===== src/rtl/fwd_unit.sv =====
module fwd_unit #(
  parameter int REG_W  = 5,
  parameter int DATA_W = 32
) (
  input  logic [REG_W-1:0]  src_a,
  input  logic [REG_W-1:0]  src_b,
  input  logic [REG_W-1:0]  mem_dst,
  input  logic              mem_we,
  input  logic [REG_W-1:0]  wb_dst,
  input  logic              wb_we,
  input  logic [DATA_W-1:0] rf_a,
  input  logic [DATA_W-1:0] rf_b,
  input  logic [DATA_W-1:0] mem_res,
  input  logic [DATA_W-1:0] wb_res,
  output logic [1:0]        sel_a,
  output logic [1:0]        sel_b,
  output logic [DATA_W-1:0] opnd_a,
  output logic [DATA_W-1:0] opnd_b
);
  localparam logic [1:0] SEL_RF  = 2'b00;
  localparam logic [1:0] SEL_MEM = 2'b10;
  localparam logic [1:0] SEL_WB  = 2'b01;

  logic mem_live, wb_live;
  assign mem_live = mem_we && (mem_dst != '0);
  assign wb_live  = wb_we  && (wb_dst  != '0);

  function automatic logic [1:0] pick(input logic [REG_W-1:0] src);
    if (mem_live && mem_dst == src)    return SEL_MEM;
    else if (wb_live && wb_dst == src) return SEL_WB;
    else                               return SEL_RF;
  endfunction

  function automatic logic [DATA_W-1:0] route(input logic [1:0] s,
                                              input logic [DATA_W-1:0] rf);
    case (s)
      SEL_MEM: return mem_res;
      SEL_WB:  return wb_res;
      default: return rf;
    endcase
  endfunction

  assign sel_a  = pick(src_a);
  assign sel_b  = pick(src_b);
  assign opnd_a = route(sel_a, rf_a);
  assign opnd_b = route(sel_b, rf_b);
endmodule


===== config.mk =====
export PLATFORM = sky130hd
export DESIGN_NAME = fwd_unit
export DESIGN_NICKNAME = d
export VERILOG_FILES = /design/src/rtl/fwd_unit.sv
export SDC_FILE = /design/constraint.sdc
export NUM_CORES = 1
export LEC_CHECK = 0
export CORE_AREA = 2 2 85 87
export DETAILED_ROUTE_END_ITERATION = 10
export DIE_AREA = 0 0 87 89
export DONT_BUFFER_PORTS = 1
export PLACE_DENSITY_LB_ADDON = 0.15
export REMOVE_ABC_BUFFERS = 1
export SETUP_SLACK_MARGIN = 0.3
export SYNTH_ARGS = -nofsm -noshare
export SYNTH_HDL_FRONTEND = slang
export SYNTH_SLANG_ARGS = --single-unit

===== constraint.sdc =====
create_clock -name vclk -period 5
set_input_delay 1.5 -clock vclk [all_inputs]
set_output_delay 1.5 -clock vclk [all_outputs]
set_load 0.05 [all_outputs]

==> summary.md <==
| Metric | Value |
|---|---|
| Outcome | `finished clean` |
| Req. time, crit path | `3.50 ns` |
| Gate Count Post-Synth | `360` |
| Area after DPL | `2790 sq um` |
| Max-slew violations | `0` |
| Max_cap viols | `0` |
| Multi-input gate area | `1970 sq um` |
| Antenna Violating Nets Remaining | `0` |
| Final setup violation count | `0` |
| WP data arrival | `3.14 ns` |
| Fillers | `733` |
| Tcrit/Tclk final | `92.8%` |
| Vias per inst | `7.46` |
| Final worst path period need | `4.64 ns` |
| Setup TNS | `0 ns` |
| Initial DRC count | `359` |
| Die area | `7740 sq um` |
| Startpoint Class | `input pin` |
| Via count | `3530` |
| WL final | `11800 um` |
| Clkbuf count | `0` |
| Cell Area, Synth | `2200 sq um` |
| Hold depth | `3` |
| Largest net degree at the start of global routing | `43` |
| # DRC | `0` |
| Placeable Area | `6720 sq um` |
| Most frequent cells after synthesis | `nand4_1, nor3_1, a31oi_1, o31ai_1, clkbuf_1` |
| Diode count | `0` |
| Area leader, netlist | `o31ai_1` |
| I/O Buffers | `0` |
| Hold Vio Cnt, Final | `0` |
| Max_slew headroom | `47.2%` |
| Vias in the first global route | `3303` |
| Wire per inst | `25.0 um` |
| Max IR drop VDD | `0.101 mV` |
| FP Rows | `30` |
| Yosys cell types | `21` |
| Die Wd | `87 um` |
| Crit end category | `primary output` |
| Seq cells | `0` |
| Die Y | `89 um` |
| Ranking of synthesized cells by area | `o31ai_1, nand4_1, a31oi_1` |
| FF+latch area | `0 sq um` |
| Nets | `545` |
| Effective utilization at floorplan | `32.7%` |
| Gr ovfl total | `0` |
| Hold Path End | `opnd_b[5]` |
| Drt first pass iters | `5` |
| Post-DP HPWL | `8270 um` |
| Top cell type's share of synthesized area | `21.9%` |
| Post-CTS setup buffer count | `0` |
| Avg Inst Size Synth | `6.11 sq um` |
| Hold WC Path Type | `input pin to primary output` |
| I/O Pins | `218` |
| YS warnings | `0` |
| Antenna violations before repair | `0` |
| Area Overhead vs Synth | `28.6%` |
| Worst Max-Slew Pin Slew | `0.792 ns` |
| Power per standard cell area | `153 nW/um^2` |
| Layout cells sized above 1 | `28.2%` |
| First-pass GRT wire length | `16600 um` |
| CTS Hold Bufs | `0` |
| Hold wc startpoint | `rf_b[5]` |
| Cell area after layout | `2830 sq um` |
| Fmax | `0.215 GHz` |
| Leakage Power | `0.826 nW` |
| CP max FO | `24` |
| GPL Wtd Cong | `0.769` |
| GR Util All Layers | `26.2%` |
| Seq/Total Area, Yosys | `0%` |
| Crit path kind | `input pin to primary output` |
| RSZ-0062 raised after global routing | `yes` |
[routing by layer]
layer  global-route usage (%)  up-vias  part of all wire, %
met5                        0        -                    0
met1                     31.2     1626                   36
li1                         -     1570                    -
met3                     5.45       33                   12
met4                     8.10        0                  1.9
met2                     47.3      301                   49
[cells by family after synthesis]
group,synth area share (%)
AOI/OAI and AO/OA,41.8
xor gates and xnor gates,7.97
buffers and inverters,12.4
and+or+nand+nor,37.8
[cell type report]
cell class	instances	area share, %
repair buffers	95	26.7
inverters	2	0.265
well taps	80	3.54
multi-input cells	296	69.5
[worst max path at each step]
stage,startpoint,endpoint,slack (ns),depth (start not counted)
after floorplan,wb_dst[1],opnd_a[0],-1.96,4
after global placement,wb_dst[1],opnd_a[11],0.37,6
after detailed placement,wb_dst[1],opnd_a[10],0.34,6
after CTS,wb_dst[1],opnd_a[10],0.34,6
after global routing,wb_dst[1],opnd_b[5],0.30,6
final,wb_dst[1],opnd_a[10],0.36,6
[through the flow]
| step | total power (W) | hold WS, ns | utilization [%] | instances | worst slack, ns |
|---|---|---|---|---|---|
| finish | 0.000433 | 3.30 | 42.1 | 473 | 0.358 |
| global route | 0.000451 | 3.32 | 42.1 | 473 | 0.303 |
| CTS | 0.000423 | 3.31 | 41.5 | 472 | 0.342 |
| detailed placement | 0.000422 | 3.31 | 41.5 | 472 | 0.343 |
| global placement | 0.000421 | 3.30 | 41.5 | 472 | 0.365 |
| floorplan | 0.000279 | 3.38 | - | 298 | -1.96 |
[power breakdown]
group,switching (W),internal (W)
Combinational,0.000315,0.000118
Sequential,0,0
Clock,0,0
[worst max-delay path, stage by stage]
cell and delay, ns:
or4_4 0.55, o21ai_4 0.27, buf_6 0.25, o31ai_1 0.12
a31oi_1 0.22, buf_4 0.23
[what timing repair did]
item	in CTS	in global routing
endpoints found under the setup margin	0	24
hold endpoints to repair	0	0
gates resized for setup	0	4
[cells in the final DEF, fill, tap and decap left out]
| cell type | count |
|---|---|
| a31oi_1 | 64 |
| buf_12 | 1 |
| buf_4 | 90 |
| buf_6 | 3 |
| clkbuf_16 | 1 |
| inv_2 | 2 |
| nand4_1 | 66 |
| nor2_2 | 2 |
| nor3_1 | 64 |
| nor3_2 | 2 |
| nor4_2 | 2 |
| o211ai_2 | 1 |
| o211ai_4 | 1 |
| o21a_2 | 1 |
| o21ai_4 | 1 |
| o31ai_1 | 64 |
| or2_1 | 2 |
| or2_2 | 2 |
| or3_1 | 2 |
| or4_4 | 2 |
| xnor2_1 | 10 |
| xor2_1 | 10 |
Note: power is estimated with default switching activity, not from simulation.
